--- src/rtl/ordsel_deser.sv ---
module ordsel_deser #(
  parameter int WIDE_W   = 16,
  parameter int NARROW_W = 4
) (
  input  logic              clk,
  input  logic              rst,
  input  logic              ser_bit,
  input  logic              ser_vld,
  input  logic              wide_mode,
  input  logic              msb_first,
  output logic [WIDE_W-1:0] par_word,
  output logic              word_vld,
  output logic              par_ce
);
  localparam int CW = $clog2(WIDE_W);

  logic [CW-1:0]     cnt;
  logic [WIDE_W-1:0] acc, acc_nxt;
  logic              mode_q, order_q;

  wire          cfg_chg = (wide_mode != mode_q) || (msb_first != order_q);
  wire [CW-1:0] last    = wide_mode ? CW'(WIDE_W - 1) : CW'(NARROW_W - 1);
  wire [CW-1:0] half    = wide_mode ? CW'(WIDE_W / 2 - 1) : CW'(NARROW_W / 2 - 1);
  wire [CW-1:0] pos     = msb_first ? last - cnt : cnt;

  always_comb begin
    acc_nxt      = acc;
    acc_nxt[pos] = ser_bit;
  end

  always_ff @(posedge clk) begin
    if (rst) begin
      cnt      <= '0;
      acc      <= '0;
      par_word <= '0;
      word_vld <= 1'b0;
      par_ce   <= 1'b0;
      mode_q   <= wide_mode;
      order_q  <= msb_first;
    end else begin
      mode_q   <= wide_mode;
      order_q  <= msb_first;
      word_vld <= 1'b0;
      if (cfg_chg) begin
        cnt    <= '0;
        acc    <= '0;
        par_ce <= 1'b0;
      end else if (ser_vld) begin
        if (cnt == last) begin
          par_word <= acc_nxt;
          word_vld <= 1'b1;
          par_ce   <= 1'b1;
          cnt      <= '0;
          acc      <= '0;
        end else begin
          acc <= acc_nxt;
          cnt <= cnt + 1'b1;
          if (cnt == half) par_ce <= 1'b0;
        end
      end
    end
  end
endmodule


--- config.mk ---
export PLATFORM = sky130hd
export DESIGN_NAME = ordsel_deser
export DESIGN_NICKNAME = d
export VERILOG_FILES = /design/src/rtl/ordsel_deser.sv
export SDC_FILE = /design/constraint.sdc
export NUM_CORES = 1
export LEC_CHECK = 0
export ABC_AREA = 1
export BUFFER_PORTS_ARGS = -buffer_cell sky130_fd_sc_hd__buf_2
export CAP_MARGIN = 15
export CORE_MARGIN = 8
export CORE_UTILIZATION = 52
export DETAILED_ROUTE_END_ITERATION = 8
export PLACE_DENSITY = 0.81
export SETUP_SLACK_MARGIN = 0.02
export SLEW_MARGIN = 20
export SYNTH_ARGS = -nofsm -noshare
export SYNTH_HDL_FRONTEND = slang
export SYNTH_SLANG_ARGS = --single-unit
--- constraint.sdc ---
create_clock -name clk -period 1.6 [get_ports clk]
set_clock_uncertainty 0.15 [all_clocks]
set_input_delay 0.32 -clock clk [delete_from_list [all_inputs] [get_ports clk]]
set_output_delay 0.32 -clock clk [all_outputs]
set_load 0.05 [all_outputs]
# After elaboration in Yosys (flattened, before gate mapping)
# Cells that the tools add are included.
# classes
add_sub_neg	2
magnitude_cmp	2
n_eq_ne	4
n_mux	11
n_bitwise	2
reduce_logical	7
# op_table
operator	n
$bwmux 16	1
$mux 16	1
$mux 4	3
$lt 4x5->1 const B	1
$add 4x1->4 const B	1
$demux 1 s4	1
$eq 4x3->1	1
$eq 4x4->1	1
$ge 4x1->1 const B	1
$mux 1	4
$sub 4x4->4	1
$mux 3	1
$reduce_and 3->1	1
$reduce_or 3->1	1
$ne 1x1->1	2
$not 1->1	2
$reduce_and 2->1	1
$reduce_bool 2->1	1
$reduce_or 2->1	1
$logic_and 1x1->1	1
$logic_or 1x1->1	1
# word_totals
register_bits	40
out_inout_bits	18

# Longest topological paths before layout
# Gate-level depths: netlist (run 1).
# logic_depth
word_depth	9
depth_mapped	13
depth_no_buf	12

# Worst setup path before layout (run 1)
# No wires, ideal clock.
# synth_timing
kind	flip-flop to flip-flop
startpoint	reg cnt[2]
endpoint	reg par_word[14]
setup_ps	109
arrival_time_ps	1459
required_time_ps	1341
path_slack_ps	-118
path_stages_with_launch	11
n_path_buf	1
synth_period_minus_slack_ps	1718
path_cell_list	dfxtp_1 ha_1 nand2_1 o21ai_4 inv_2 buf_2 nand4_1 nand2_1 nand2_1 nand2_1 inv_1
# synth_via
elab_chain_cells	7
word_cells_on_any_way	10
cone_classes	1 x add/sub; 2 x order compare; 1 x eq/ne; 4 x mux; 2 x reduce/logical
# synth_rtl
element	line_no	source
start, declared	17	logic [CW-1:0] cnt;
start signal, assigned	57	cnt <= cnt + 1'b1;
$sub 4x4->4	24	wire [CW-1:0] pos = msb_first ? last - cnt : cnt;
$mux 4	24	
$lt 4x5->1 (not written as such) / $ge 4x1->1 (equally long branches)	28	acc_nxt[pos] = ser_bit;
$logic_and 1x1->1 (not written as such)	28	
$mux 1 (not written as such)	28	
$demux 1 s4	28	
$bwmux 16	28	
end signal, assigned	50	par_word <= acc_nxt;
end, declared	11	output logic [WIDE_W-1:0] par_word,
# Several ways; a longest one is shown, not always the timed one.
# A chain may end at the register's enable or synchronous reset.

# Final worst setup path (run 1)
# layout_timing
startpoint	reg cnt[2]
endpoint	reg par_word[1]
# Same word-level chain as after synthesis.

==> results.yml, run 1 <==
layout:
  synthToLayoutAreaGrowth_pct: 26.44
  layout-drive-gt1-share: 0.2683
  fin_cells: 419
  diodes: 0
  final_util: 0.6832
  final_area_sq_um: 2753
  final_common_cell: "nand2_1"
  layout_common_cells: "nand2_1, inv_1, nor2_1"
  final_nets: 376
power:
  power_density_nw_per_um2: 717.6
  finalPower_w: 0.001975
  p_int_w: 0.001407
  seq_power_share: 0.508
  p_clk_frac: 0.346
  power_frac_comb: 0.146
  p_sw_w: 0.0005689
  netSwitchingFraction: 0.2880
  ir_drop_uv: 412.3
  power_leakage_nw: 1.220
clock_tree:
  cts_buffer_depth: 2
  cts_buffers: 5
  cts_root_buf: "clkbuf_8"
  cts_hold_buf: 0
  path_clk_slew_ns: 0.08
  cts.htree.levels: 2
  cts_tree: "built"
  clock_sinks: 40
  clkLatencyLatePin_ns: 0.30
global_route:
  antenna_found_initial: 0
  grt_pass1_vias: 1858
  grt_pass1_wl_mm: 8.259
  grt_overflow: 0
  grt_usage: 0.1582
  grt_start_max_net_pins: 33
detailed_routing:
  drtIter0Drc: 288
  wl_per_cell_um: 13.93
  vias: 2260
  ant_nets: 0
  wl_mm: 5.835
  via_per_inst: 5.394
  firstDrtPassIters: 5
  drc_errors: 0
timing:
  finalMaxSlewViolations: 0
  max_slew_margin: 0.7475
  max_freq_ghz: 0.6082
  final.min_clock_period_ns: 1.644
  rsz0062_at_grt: "true"
  tightest_slew_ns: 0.3783
  setup_viol: 16
  setup_ws_ns: -0.04423
  finalCritPeriodShare: 1.028
  hold_violations: 0
synth:
  synthXorXnorAreaFrac: 0.03736
  yosys-top-cells-area: "dfxtp_1, nand2_1, nand3_1"
  synth_cell_type_count: 24
  synthMuxAreaShare: 0
  synth_cells: 329
  synth_top_cell_area_share: 0.3678
  ys_ff_latch: 40
  synth_top_family_by_area: "simple AND/OR/NAND/NOR gates"
  synth_fp_nets: 337
  synth.cell_area_sq_um: 2177
  synth-simple-area-share: 0.4000
  syn_avg_cell_area_sq_um: 6.617
  yosysSeqAreaShare: 0.3678
  yosys.area_share.adder: 0.01149
  yosys_warnings: 0
  synth_top_area_cell: "dfxtp_1"
  synth_compound_area_frac: 0.05977
setup_path:
  critPathMaxFanout: 16
  cp_data_arrival_time_ns: 1.75
  endpoint_kind: "flop"
  path_class: "flop to flop"
  critPathLaunchType: "flop"
  required_ns: 1.71
floorplanning:
  fp-row-count: 23
  die_height_um: 80.71
  start_util: 0.5404
  fp.dieW_um: 80.71
  ioPinCount: 24
  core_area_sq_um: 4029
  dieArea_sq_um: 6513
placed_design:
  gp_congestion: 0.8505
  place_ws_ns: -0.1878
  dp_cells: 405
  dpl_cell_area_sq_um: 2466
  portBuffers: 23
  dp_hpwl_mm: 3.489
run_status:
  violations: "negative setup slack"
  outcome: "finished, violations left"
worst_hold_path:
  hp-class: "input port to flop"
run:
  maxCapViolCount: 0
-- path summary, 6_finish.rpt --
kind	slack, ns	cells past startpoint	start	to
max	-0.04	10	cnt[2]	par_word[1]
min	0.14	2	wide_mode	mode_q
max reg2reg	-0.04	10	cnt[2]	par_word[1]
min reg2reg	0.31	2	par_ce	par_ce
-- worst max-delay path: stages (launching register included) --
cell	delay (ns)
dfxtp_2	0.34
ha_4	0.28
nand4_1	0.14
inv_2	0.09
nand4_1	0.09
inv_2	0.13
clkbuf_16	0.18
nor2_2	0.04
nor2_1	0.08
nand2_1	0.05
inv_1	0.04
-- flip-flops by register name, summed over array words and instances, names as in the netlist --
register and flops:
cnt 4, par_word 16, par_ce 1, acc 16, mode_q 1, word_vld 1
order_q 1
-- Yosys cell counts, drive strengths merged --
cell type,instances
buf,11
a21oi,19
ha,2
o21ai,1
nor2,43
o41ai,1
o211a,1
dfxtp,40
nand2,97
xnor2,4
inv,47
nand3,39
xor2,1
nor3,1
clkbuf,4
nand4,18
-- layer usage --
layer,vias up,wire length (um),global-route usage
met2,89,2875,0.2534
met5,-,0,0
li1,1117,-,-
met4,0,127,0.06964
met1,1040,2409,0.1937
met3,14,422,0.04353
-- cell type report --
cell class                 instances  area (sq um)
fill                             342          1276
multi-input combinational        229          1251
sequential                        40         810.8
timing repair buffer              45         359.1
inverter                          47         181.4
clock buffer                       5         68.82
tap                               50         62.56
clock inverter                     3         18.77
-- per-stage QoR --
stage	TNS (ns)	hold WS, ns
4_1_cts	-0.4567	0.1223
3_3_place_gp	-3.764	0.2944
5_1_grt	-2.320	0.1413
6_report	-0.5199	0.1377
2_1_floorplan	0	0.1977
3_5_place_dp	-4.630	0.3045
-- logic make-up (layout without fill, tap and decap cells) --
kind of cell    after synthesis  count (layout)
simple gates                198             200
fa+ha+maj                     2               2
flops                        40              40
buf+inv                      62             100
xor+xnor                      5               5
compound gates               22              22
-- power groups by stage --
stage	Sequential [W]	Combinational (W)	Clock, W
6_report	0.00100	0.000289	0.000684
5_1_grt	0.00100	0.000309	0.000738
4_1_cts	0.00100	0.000240	0.000696
3_5_place_dp	0.00103	0.000238	0
3_3_place_gp	0.00103	0.000234	0
2_1_floorplan	0.00103	0.000167	0
-- timing repair --
item                                    CTS  global route
pin swaps                                 0            13
gates resized for setup                   3            31
gates cloned                              0             3
endpoints found under the setup margin   17            32
setup buffers                             0             3
(Power assumes the default switching activity.)
==> inputs of run 2 (changes only) <==
- ABC_AREA: 1 -> 0
==> run 2 against run 1 <==
Net effect:
- the flow still finishes with violations (negative setup slack)
- synthesized cell count is 32% lower
- non-clock buffer count grew 15
- die area down 3.2%
- synthesized area shrank 4.0%
- flip-flop and latch count did not move
- count of clock-buffer cells in the layout did not move
- via count fell by 17%
- worst hold slack lost 0.040 ns
- setup slack worse by 0.27 ns
- routed wire length decreased by 1.8%
- critical path depth down 4
- maximum frequency shrank 14%
- largest cell class unchanged
- largest power group unchanged
==> results.yml, run 2 <==
run_status:
  outcome: "finished, violations left"
  violations: "negative setup slack"
synth:
  yosys_warnings: 0
  ys_ff_latch: 40
  async_reset_ff_frac: 0
  ys.flop_type: "dfxtp_1"
  syn_avg_cell_area_sq_um: 9.292
  yosysMostFrequentCell: "dfxtp_1"
  yosysSeqAreaShare: 0.3830
  synth_fp_nets: 233
  synth_top_area_cell: "dfxtp_1"
  synth_top_cell_area_share: 0.3830
  synth_edf_count: 0
  synth_cell_type_count: 46
  synth_commonest_cells: "dfxtp_1, nor2_1, mux2i_1, a211oi_1, o21ai_0"
  yosys-top-cells-area: "dfxtp_1, mux2i_1, a211oi_1"
  synth_cells: 225
  synth.cell_area_sq_um: 2091
worst_hold_path:
  hp-class: "input port to flop"
  hp-start: "msb_first"
  whs_path_depth: 1
global_route:
  grt_start_max_net_pins: 24
  grt_pass1_wl_mm: 8.362
  antenna_found_initial: 0
  grt_overflow: 0
  grt_pass1_vias: 1726
  grt_usage: 0.1692
setup_path:
  endpoint_kind: "flop"
  path_class: "flop to flop"
  crit_start: "cnt[2]"
  cp_data_arrival_time_ns: 1.98
  critPathLaunchType: "flop"
  critPathMaxFanout: 9
  required_ns: 1.66
  r2r_cells: 6
  r2r_start: "cnt[2]"
clock_tree:
  clkLatencyLatePin_ns: 0.30
  cts_root_buf: "clkbuf_8"
  path_clk_slew_ns: 0.08
  cts_buffer_depth: 2
  cts.htree.levels: 2
  cts_tree: "built"
  cts_hold_buf: 0
  cts_buffers: 5
  clock_sinks: 40
floorplanning:
  die_height_um: 79.41
  fp.dieW_um: 79.41
  ioPinCount: 24
  core_area_sq_um: 3943
  dieArea_sq_um: 6306
  start_util: 0.5303
  fp-row-count: 23
detailed_routing:
  drtIter0Drc: 149
  ant_nets: 0
  wl_per_cell_um: 17.63
  vias: 1887
  drc_errors: 0
  wl_mm: 5.729
  via_per_inst: 5.806
  firstDrtPassIters: 4
layout:
  top_regs: "acc x16, par_word x16, cnt x4"
  final_common_cell: "dfxtp_1"
  diodes: 0
  layout-drive-gt1-share: 0.4436
  final_util: 0.7407
  final_nets: 283
  layout_common_cells: "dfxtp_1, buf_4, nor2_1"
  synthToLayoutAreaGrowth_pct: 39.68
  fill_cells: 246
placed_design:
  gp_congestion: 0.8703
  portBuffers: 23
  dp_hpwl_mm: 3.551
  place_ws_ns: -0.4602
timing:
  tightest_slew_ns: 0.5494
  max_freq_ghz: 0.5213
  rsz0062_at_grt: "true"
  finalCritPeriodShare: 1.199
  final.min_clock_period_ns: 1.918
  hold_violations: 0
  finalMaxSlewViolations: 0
  setup_ws_ns: -0.3182
  setup_tns_ns: -7.555
  max_slew_margin: 0.6337
  setup_viol: 32
run:
  maxCapViolCount: 0
power:
  power_density_nw_per_um2: 773.3
  finalPower_w: 0.002258
  power_leakage_nw: 1.095
  ir_drop_uv: 552.5
-- run 2: changes by cell type in the layout (fill, tap and decap cells not counted), sizes merged, moves of 9 or more --
| cell | change |
|---|---|
| nand2 | -95 |
| inv | -38 |
| nand3 | -36 |
| mux2i | +19 |
| a211oi | +18 |
| nor2 | -17 |
| buf | +16 |
| nand4 | -15 |
| o21ai | +14 |
| a22o | +10 |
| a21oi | -9 |
-- run 2: final cells by class --
type                            instances  area [sq um]  share of cell area
Sequential cell                        40         804.5              0.2755
Clock buffer                            5         68.82             0.02356
Timing Repair Buffer                   60         457.9              0.1568
Clock inverter                          2         60.06             0.02057
Inverter                                9         36.28             0.01243
Tap cell                               50         62.56             0.02142
Multi-Input combinational cell        159          1430              0.4897
-- run 2: logic make-up (layout without fill, tap and decap cells) --
kind of cell | Yosys count | in the layout | share of synthesized area
xor+xnor | 8 | 8 | 0.04608
fa+ha+maj | 2 | 2 | 0.01197
buf+inv | 26 | 76 | 0.06284
compound gates | 69 | 69 | 0.2382
mux | 21 | 21 | 0.1035
simple gates | 59 | 59 | 0.1544
flops | 40 | 40 | 0.3830
-- run 2: per-stage QoR --
stage                     hold WS [ns]  cells  cell area [sq um]
after detailed placement        0.2990    312               2520
after global routing           0.09251    325               2920
final                          0.09799    325               2920
after floorplan                 0.1977    225               2197
after CTS                      0.09042    320               2739
after global placement          0.2871    312               2520
-- run 2: power by group --
group          leakage, nW  internal [W]  switching, W
registers            0.324       0.00100    0.00000332
clock network       0.0642      0.000614      0.000361
logic                0.707      0.000126      0.000154
total                 1.10       0.00174      0.000519
-- run 2: what timing repair did --
item | 4_1_cts | 5_1_grt
pin swaps | 10 | 32
gates resized for setup | 19 | 27
buffers inserted | 1 | 5
endpoints found under the setup margin | 32 | 32
-- run 2: routing by layer --
metal	GRT usage	wire, um
met2	0.2728	2926
met5	0	0
met1	0.2039	2413
met3	0.04392	244
met4	0.08333	145
-- run 2: path summary, 6_finish.rpt --
path / to / slack (ns)
setup / recovery: par_word[11] / -0.32
hold / removal: order_q / 0.1
setup reg to reg: par_word[11] / -0.32
hold reg to reg: acc[13] / 0.32
-- run 2: critical path, cell delays in order (launching register included) --
cell      delay, ns
dfxtp_2        0.34
ha_4           0.34
nand3_2        0.11
o32ai_4        0.33
o21bai_4       0.16
mux2i_1        0.16
a211oi_1       0.24
